==> config.mk <==
export PLATFORM = sky130hd
export DESIGN_NAME = sertx_top
export DESIGN_NICKNAME = d
export VERILOG_FILES = /design/src/rtl/sertx_pkg.sv /design/src/rtl/sertx_store.sv /design/src/rtl/sertx_seq.sv /design/src/rtl/sertx_oreg.sv /design/src/rtl/sertx_top.sv
export SDC_FILE = /design/constraint.sdc
export NUM_CORES = 1
export LEC_CHECK = 0
export CAP_MARGIN = 20
export CORE_MARGIN = 2
export CORE_UTILIZATION = 49
export CTS_CLUSTER_SIZE = 14
export DETAILED_ROUTE_END_ITERATION = 10
export GPL_TIMING_DRIVEN = 0
export PLACE_DENSITY_LB_ADDON = 0.05
export SYNTH_ARGS = -nofsm -noshare
export SYNTH_HDL_FRONTEND = slang
export SYNTH_SLANG_ARGS = --single-unit
==> constraint.sdc <==
create_clock -name clk -period 2.55 [get_ports clk]
set_input_delay 0.3825 -clock clk [delete_from_list [all_inputs] [get_ports clk]]
set_output_delay 0.3825 -clock clk [all_outputs]
set_load 0.02 [all_outputs]
==> src/rtl/sertx_pkg.sv <==
package sertx_pkg;
  localparam int ADDR_BITS  = 4;
  localparam int PAD_CYCLES = 3;

  typedef enum logic [2:0] {
    ST_IDLE,
    ST_ADDR,
    ST_MARK,
    ST_PAD,
    ST_PAY,
    ST_GAP
  } tx_state_e;
endpackage

==> src/rtl/sertx_store.sv <==
module sertx_store #(
  parameter int MAX_LEN = 16,
  parameter int LEN_W   = 5
) (
  input  logic                 clk,
  input  logic                 rst,
  input  logic                 accept,
  input  logic [3:0]           dest_i,
  input  logic [MAX_LEN-1:0]   payload_i,
  input  logic [LEN_W-1:0]     len_i,
  output logic [3:0]           dest_q,
  output logic [MAX_LEN-1:0]   pay_q,
  output logic [LEN_W-1:0]     len_q
);
  logic [LEN_W-1:0] len_c;

  // out-of-range lengths are clamped into 1..MAX_LEN
  always_comb begin
    if (len_i == '0)
      len_c = LEN_W'(1);
    else if (len_i > LEN_W'(MAX_LEN))
      len_c = LEN_W'(MAX_LEN);
    else
      len_c = len_i;
  end

  always_ff @(posedge clk) begin
    if (rst) begin
      dest_q <= '0;
      pay_q  <= '0;
      len_q  <= LEN_W'(1);
    end else if (accept) begin
      dest_q <= dest_i;
      pay_q  <= payload_i;
      len_q  <= len_c;
    end
  end
endmodule

==> src/rtl/sertx_seq.sv <==
module sertx_seq
  import sertx_pkg::*;
#(
  parameter int GAP_CYCLES = 1,
  parameter int LEN_W      = 5,
  parameter int CNT_W      = 5
) (
  input  logic             clk,
  input  logic             rst,
  input  logic             start_i,
  input  logic             busy_ni,
  input  logic [LEN_W-1:0] len_q,
  output tx_state_e        nxt_state,
  output logic [CNT_W-1:0] nxt_idx,
  output logic             nxt_take,
  output logic             nxt_end,
  output logic             accept,
  output logic             last_take,
  output logic             ready_o
);
  tx_state_e        state_q;
  logic [CNT_W-1:0] idx_q;
  logic             take_q;
  logic [CNT_W-1:0] last_idx;

  assign last_idx = CNT_W'(len_q - LEN_W'(1));

  always_comb begin
    nxt_state = state_q;
    nxt_idx   = idx_q;
    nxt_take  = 1'b0;
    accept    = 1'b0;
    last_take = 1'b0;
    case (state_q)
      ST_IDLE: begin
        if (start_i) begin
          accept    = 1'b1;
          nxt_state = ST_ADDR;
          nxt_idx   = '0;
        end
      end
      ST_ADDR: begin
        if (idx_q == CNT_W'(ADDR_BITS - 1)) begin
          nxt_state = ST_MARK;
          nxt_idx   = '0;
        end else begin
          nxt_idx = idx_q + 1'b1;
        end
      end
      ST_MARK: begin
        nxt_state = ST_PAD;
        nxt_idx   = '0;
      end
      ST_PAD: begin
        if (idx_q == CNT_W'(PAD_CYCLES - 1)) begin
          nxt_state = ST_PAY;
          nxt_idx   = '0;
          nxt_take  = busy_ni;
        end else begin
          nxt_idx = idx_q + 1'b1;
        end
      end
      ST_PAY: begin
        if (take_q && idx_q == last_idx) begin
          last_take = 1'b1;
          nxt_state = ST_GAP;
          nxt_idx   = '0;
        end else begin
          if (take_q) nxt_idx = idx_q + 1'b1;
          nxt_take = busy_ni;
        end
      end
      ST_GAP: begin
        if (idx_q == CNT_W'(GAP_CYCLES - 1)) begin
          nxt_state = ST_IDLE;
          nxt_idx   = '0;
        end else begin
          nxt_idx = idx_q + 1'b1;
        end
      end
      default: begin
        nxt_state = ST_IDLE;
        nxt_idx   = '0;
      end
    endcase
  end

  assign nxt_end = nxt_take && (nxt_idx == last_idx);
  assign ready_o = (state_q == ST_IDLE);

  always_ff @(posedge clk) begin
    if (rst) begin
      state_q <= ST_IDLE;
      idx_q   <= '0;
      take_q  <= 1'b0;
    end else begin
      state_q <= nxt_state;
      idx_q   <= nxt_idx;
      take_q  <= nxt_take;
    end
  end
endmodule

==> src/rtl/sertx_oreg.sv <==
module sertx_oreg
  import sertx_pkg::*;
#(
  parameter int MAX_LEN = 16,
  parameter int CNT_W   = 5
) (
  input  logic               clk,
  input  logic               rst,
  input  tx_state_e          nxt_state,
  input  logic [CNT_W-1:0]   nxt_idx,
  input  logic               nxt_take,
  input  logic               nxt_end,
  input  logic               accept,
  input  logic               dest0_i,
  input  logic [3:0]         dest_q,
  input  logic [MAX_LEN-1:0] pay_q,
  input  logic               last_take,
  output logic               frame_no,
  output logic               valid_no,
  output logic               data_o,
  output logic               done_o
);
  logic f_d, v_d, d_d;
  logic addr_bit, pay_bit;

  assign addr_bit = |(dest_q & (4'(1) << nxt_idx));
  assign pay_bit  = |(pay_q & (MAX_LEN'(1) << nxt_idx));

  always_comb begin
    f_d = 1'b1;
    v_d = 1'b1;
    d_d = 1'b0;
    case (nxt_state)
      ST_ADDR: begin
        f_d = 1'b0;
        d_d = accept ? dest0_i : addr_bit;
      end
      ST_MARK: begin
        f_d = 1'b0;
        d_d = 1'b1;
      end
      ST_PAD: f_d = 1'b0;
      ST_PAY: begin
        f_d = nxt_end;
        v_d = ~nxt_take;
        d_d = pay_bit;
      end
      default: ;
    endcase
  end

  always_ff @(posedge clk) begin
    if (rst) begin
      frame_no <= 1'b1;
      valid_no <= 1'b1;
      data_o   <= 1'b0;
      done_o   <= 1'b0;
    end else begin
      frame_no <= f_d;
      valid_no <= v_d;
      data_o   <= d_d;
      done_o   <= last_take;
    end
  end
endmodule

==> src/rtl/sertx_top.sv <==
module sertx_top
  import sertx_pkg::*;
#(
  parameter int MAX_LEN    = 16,
  parameter int GAP_CYCLES = 1,
  localparam int LEN_W     = $clog2(MAX_LEN + 1)
) (
  input  logic               clk,
  input  logic               rst,
  input  logic               start_i,
  input  logic [3:0]         dest_i,
  input  logic [MAX_LEN-1:0] payload_i,
  input  logic [LEN_W-1:0]   len_i,
  input  logic               busy_ni,
  output logic               ready_o,
  output logic               frame_no,
  output logic               valid_no,
  output logic               data_o,
  output logic               done_o
);
  localparam int CNT_MAX0 = (MAX_LEN > GAP_CYCLES) ? MAX_LEN : GAP_CYCLES;
  localparam int CNT_MAX  = (CNT_MAX0 > ADDR_BITS) ? CNT_MAX0 : ADDR_BITS;
  localparam int CNT_W    = $clog2(CNT_MAX + 1);

  tx_state_e          nxt_state;
  logic [CNT_W-1:0]   nxt_idx;
  logic               nxt_take, nxt_end, accept, last_take;
  logic [3:0]         dest_q;
  logic [MAX_LEN-1:0] pay_q;
  logic [LEN_W-1:0]   len_q;

  sertx_store #(.MAX_LEN(MAX_LEN), .LEN_W(LEN_W)) u_store (
    .clk(clk), .rst(rst), .accept(accept),
    .dest_i(dest_i), .payload_i(payload_i), .len_i(len_i),
    .dest_q(dest_q), .pay_q(pay_q), .len_q(len_q)
  );

  sertx_seq #(.GAP_CYCLES(GAP_CYCLES), .LEN_W(LEN_W), .CNT_W(CNT_W)) u_seq (
    .clk(clk), .rst(rst), .start_i(start_i), .busy_ni(busy_ni), .len_q(len_q),
    .nxt_state(nxt_state), .nxt_idx(nxt_idx), .nxt_take(nxt_take),
    .nxt_end(nxt_end), .accept(accept), .last_take(last_take), .ready_o(ready_o)
  );

  sertx_oreg #(.MAX_LEN(MAX_LEN), .CNT_W(CNT_W)) u_oreg (
    .clk(clk), .rst(rst), .nxt_state(nxt_state), .nxt_idx(nxt_idx),
    .nxt_take(nxt_take), .nxt_end(nxt_end), .accept(accept),
    .dest0_i(dest_i[0]), .dest_q(dest_q), .pay_q(pay_q), .last_take(last_take),
    .frame_no(frame_no), .valid_no(valid_no), .data_o(data_o), .done_o(done_o)
  );
endmodule

# --- After elaboration in Yosys (flattened, before gate mapping) ---
# Index checks and enable logic that the tools add are counted.
op_classes:
  addsub: 2
  magnitude_cmp: 1
  n_eq_ne: 13
  shift: 2
  n_mux: 24
  bitwise: 5
  n_reduce_logical: 10
op_table:
  columns: ["op", "count"]
  rows:
  - ["$mux W5", 8]
  - ["$pmux W5 S5", 1]
  - ["$pmux W3 S6", 1]
  - ["$and A16 B16 Y16", 1]
  - ["$reduce_or A16 Y1", 1]
  - ["$shl A1 B5 Y16 const A", 1]
  - ["$mux W3", 5]
  - ["$eq A3 B2 Y1 const B", 4]
  - ["$eq A5 B2 Y1 const B", 2]
  - ["$eq A5 B5 Y1", 2]
  - ["$logic_not A5 Y1", 2]
  - ["$eq A3 B3 Y1 const B", 3]
  - ["$eq A3 B1 Y1 const B", 2]
  - ["$mux W1", 6]
  - ["$add A5 B1 Y5 const B", 1]
  - ["$gt A5 B5 Y1 const B", 1]
  - ["$shl A1 B5 Y4 const A", 1]
  - ["$sub A5 B1 Y5 const B", 1]
  - ["$and A4 B4 Y4", 1]
  - ["$pmux W1 S2", 2]
  - ["$reduce_or A2 Y1", 2]
  - ["$reduce_or A4 Y1", 1]
  - ["$logic_not A3 Y1", 1]
  - ["$not A1 Y1", 3]
  - ["3 further kinds", 4]
word_totals:
  reg_bits: 38
  out_inout_bits: 5

# --- Depth between registers and ports, before layout ---
# Gate-level depths: netlist of run 1.
depth:
  ltp_word: 10
  ltp_mapped: 13
  mapped_depth_nobuf: 11

# --- By module ---
# Synthesis of run 1 repeated with hierarchy kept, for this count alone.
unflattened:
  cells_unflattened: 249
  hier_area_um2: 2280.9
by_module_without_submodules:
  columns: ["module", "n_inst", "cells_each", "area_per_inst_um2"]
  rows:
  - ["sertx_seq", 1, 126, 978.4]
  - ["sertx_store", 1, 86, 929.6]
  - ["sertx_oreg", 1, 37, 372.9]

# --- Worst setup path before layout of run 1 ---
# No wires, ideal clock.
synth_timing:
  kind: "flip-flop to flip-flop"
  startpoint: "register u_store.len_q[0]"
  endpoint: "register u_oreg.data_o"
  arrival_ns: 2.574
  required_time_ns: 2.416
  setup_slack_ns: -0.158
  stages_incl_launch_ff: 14
  path_buffers: 2
  path_cell_list: "dfxtp_1 > inv_1 > ha_1 > xor2_1 > o2111ai_1 > a211o_4 > a32oi_1 > and3_1 > buf_6 > buf_8 > mux2i_1 > nor3_2 > nor4_2 > o32ai_2"
synth_via:
  elab_chain_cells: 10
  elab_cells_between_ends: 18
  cone_classes: "add/sub: 1; eq/ne: 4; shift: 2; mux: 6; bitwise: 2; reduce/logical: 3"
synth_rtl:
  columns: ["item", "line", "text"]
  rows:
  - ["start, declared", "sertx_store.sv:13", "output logic [LEN_W-1:0] len_q"]
  - ["start signal, assigned", "sertx_store.sv:35", "len_q <= len_c;"]
  - ["$sub A5 B1 Y5 *", "sertx_seq.sv:26", "assign last_idx = CNT_W'(len_q - LEN_W'(1));"]
  - ["$eq A5 B5 Y1 *", "sertx_seq.sv:64", "if (take_q && idx_q == last_idx) begin"]
  - ["$logic_and A1 B1 Y1 *", "sertx_seq.sv:64", null]
  - ["$mux W5", "sertx_seq.sv:64", null]
  - ["$pmux W5 S5", "sertx_seq.sv:34", "case (state_q)"]
  - ["$shl A1 B5 Y4", "sertx_oreg.sv:26", "assign addr_bit = |(dest_q & (4'(1) << nxt_idx));"]
  - ["$and A4 B4 Y4", "sertx_oreg.sv:26", null]
  - ["$reduce_or A4 Y1", "sertx_oreg.sv:26", null]
  - ["$mux W1", "sertx_oreg.sv:36", "d_d = accept ? dest0_i : addr_bit;"]
  - ["$pmux W1 S3 *", "sertx_oreg.sv:33", "case (nxt_state)"]
  - ["end signal, assigned", "sertx_oreg.sv:56", "data_o <= 1'b0;"]
  - ["end signal, assigned", "sertx_oreg.sv:61", "data_o <= d_d;"]
  - ["end, declared", "sertx_oreg.sv:20", "output logic data_o,"]
# Mark *: on every way between the ends. The rest lies on a longest branch, timed or not.
# A chain may end at the register's enable or synchronous reset.

# --- Worst setup path after layout of run 1 ---
layout_timing:
  startpoint: "register u_store.len_q[1]"
  endpoint: "register u_oreg.data_o"
# The elaborated chain is that of the path after synthesis.

==> results of run 1 <==
-- flip-flops by register name (all words and copies together) (netlist names) --
name and cells:
u_seq.state_q 3, u_seq.idx_q 5, u_store.len_q 5, u_oreg.frame_no 1, u_store.pay_q 16, u_oreg.done_o 1, u_oreg.data_o 1, u_oreg.valid_no 1
u_seq.take_q 1, u_store.dest_q 4
-- layout make-up --
| cell class | instances | area share (%) |
|---|---|---|
| Buffer | 17 | 3.22 |
| Clock buffer | 7 | 2.85 |
| Clock inverter | 1 | 0.165 |
| Inverter | 8 | 1.32 |
| Multi-Input combinational cell | 215 | 49.1 |
| Sequential cell | 38 | 25.4 |
| Tap cell | 52 | 2.15 |
| Timing Repair Buffer | 48 | 15.8 |
-- worst max-delay path, cell delays in order, from the launching register on --
cell,delay [ns]
dfxtp_2,0.35
inv_2,0.05
ha_4,0.27
xor2_2,0.13
o2111ai_2,0.13
a211o_4,0.32
a32oi_1,0.20
and3_4,0.27
buf_8,0.14
mux2i_4,0.23
nor3_2,0.06
nor4_2,0.32
o32ai_2,0.13
-- worst max-delay path by stage --
stage | from | end | slack (ns) | cells past startpoint
6_report | u_store.len_q[1] | u_oreg.data_o | -0.19 | 12
5_1_grt | u_store.len_q[1] | u_oreg.data_o | -0.26 | 12
3_5_place_dp | u_store.len_q[1] | u_oreg.data_o | -0.36 | 13
2_1_floorplan | u_store.len_q[1] | u_oreg.data_o | 0.003 | 13
4_1_cts | u_store.len_q[1] | u_oreg.data_o | -0.19 | 13
3_3_place_gp | u_seq.idx_q[0] | u_oreg.data_o | -0.34 | 13
-- power breakdown --
group	internal (mW)	switching (mW)
registers	0.625	0.0255
logic	0.170	0.177
clock network	0.218	0.205
-- cell usage after synthesis (3+ instances only) --
cell type / n
xor2_1: 6
inv_1: 8
nor3_1: 5
o21ai_1: 4
dfxtp_1: 38
nor2b_1: 3
nand2_1: 61
clkbuf_1: 12
a311oi_1: 3
a21oi_1: 29
buf_6: 3
a31oi_1: 4
nand3_1: 9
nor2_1: 13
mux2i_1: 7
xnor2_1: 9
o21ai_0: 4
nand2b_1: 4
nand3b_1: 3
and3_1: 5
ha_1: 4
-- metrics by stage --
step,TNS (ns),setup WS (ns)
after global placement,-0.570,-0.335
after global routing,-0.491,-0.256
after floorplan,0,0.00318
final,-0.330,-0.185
after detailed placement,-0.607,-0.356
after CTS,-0.306,-0.188
-- metal layers --
metal	track usage, %	share of wire [%]	wire, um	vias to the layer above
met5	0	0	0	-
met2	39.4	51	2940	39
li1	-	-	-	1081
met1	29.3	45	2630	989
met3	4.36	3.2	184	4
met4	6.50	0.93	54	0
-- cell families (layout without fill, tap and decap cells) --
group | count (synthesis) | in the layout | synth area share, %
AND/OR/NAND/NOR | 121 | 121 | 26.7
buffers and inverters | 26 | 81 | 6.23
flip-flops | 38 | 38 | 34.1
adder cells (fa/ha/maj) | 4 | 4 | 2.24
multiplexers | 8 | 8 | 3.82
AO/OA/AOI/OAI | 66 | 66 | 20.3
XOR/XNOR | 16 | 16 | 6.62
-- timing repair --
action                     4_1_cts  5_1_grt
setup endpoints to repair        2        2
cloned                           1        0
buffers inserted                 8        7
resized for setup               16       20
hold endpoints to repair         0        0
pin swaps                       12       14
==> reports/metrics.yaml, run 1 <==
status: "complete, but fails checks"
violations: "negative setup slack"
hold_start: "u_store.pay_q[7]"
fillers: 359
r2r_cells: 12
clockBufferDepth: 2
finalNetCount: 366
path_max_fanout: 6
worst_pin_slew_ns: 0.518
grt_pass1_wl_mm: 9.11
r2r_setup_slack_ns: -0.19
cts_tree: "built"
clk_latency_ns: 0.29
worst_r2r_startpoint: "u_store.len_q[1]"
post_dp_cell_area_mm2: 0.00263
drive_above_1_share_pct: 21.0
antenna_found_initial: 0
required_ns: 2.69
h-tree-depth: 2
hold_end: "u_store.pay_q[7]"
syn_area_per_cell_um2: 7.99
clock-sinks: 38
irDropWorstVdd_uv: 355
gp_congestion: 0.938
num_rows: 24
cts_root_buf: "clkbuf_8"
relSlewSlack_pct: 65.2
drv_cap: 0
synth_top_area_share_pct: 34.1
final_cell_mix: "nand2_1, dfxtp_1, clkdlybuf4s50_1"
hpwl_mm: 4.04
place.port_buffers: 32
rsz0062_at_grt: "yes"
fp.dieH_um: 71.5
hold_depth: 2
p_per_area_mw_per_mm2: 469
worst-setup-path-type: "register to register"
rr_endpoint: "u_oreg.data_o"
total_power_mw: 1.42
cts-hold-fix-buffers: 0
die_w_um: 71.5
drc: 0
start_kind: "register"
totalWireLength_mm: 5.81
crit_arrival_ns: 2.88
finalSetupViolations: 2
postRouteAntennaNets: 0
synth_edf_count: 0
vias: 2113
finish.utilization_pct: 69.6
vias_per_cell: 5.47
boundaryPins: 34
grt_usage_pct: 22.9
yosys.area.top_type: "dfxtp_1"
final_cells: 386
slew_violations: 0
syn_inst: 279
worst_slack_ns: -0.185
ys_warn_count: 0
dp.cells: 363
multi_input_area_mm2: 0.00149
ys_ff_latch: 38
die_area_mm2: 0.00511
grt_max_degree: 12
postLayoutCellArea_mm2: 0.00303
synth_seq_area_share_pct: 34.1
wl_per_cell_um: 15.0
final_common_cell: "nand2_1"
hold_viol: 0
syn2layout_area_growth_pct: 35.9
timing.final.crit_period_ns: 2.74
skew_ns: 0.00983
ys_types: 57
hold_path_class: "register to register"
syn_area_mm2: 0.00223
core_mm2: 0.00435
register_area_um2: 771
synth_ff_type: "dfxtp_1"
grt_pass1_vias: 1950
synth_area_leaders: "dfxtp_1, nand2_1, a21oi_1, xnor2_1, mux2i_1"
start_util_pct: 51.2
ys_async_sr_fraction_pct: 0
numCtsBuffers: 5
timing.final.crit_share_pct: 107
synth_fp_nets: 312
p_leak_nw: 1.14
holdWs_ns: 0.456
n_antenna_cell: 0
crit_path_end_kind: "register"
grt-ovfl-total: 0
drt_pass1_iterations: 4
drt_iter0_drc: 164
max_freq_mhz: 366
clkTransAtPathRegs_ns: 0.07
(Power assumes the default switching activity.)
==> inputs of run 2 (changes only) <==
- RECOVER_POWER: unset -> 100
==> results of run 2 <==
Final layout, timing and power as in run 1 (identical DEF).
==> inputs of run 3 (changes only) <==
- RECOVER_POWER: 100 -> unset
==> results of run 3 <==
Final layout, timing and power as in run 1 (identical DEF).
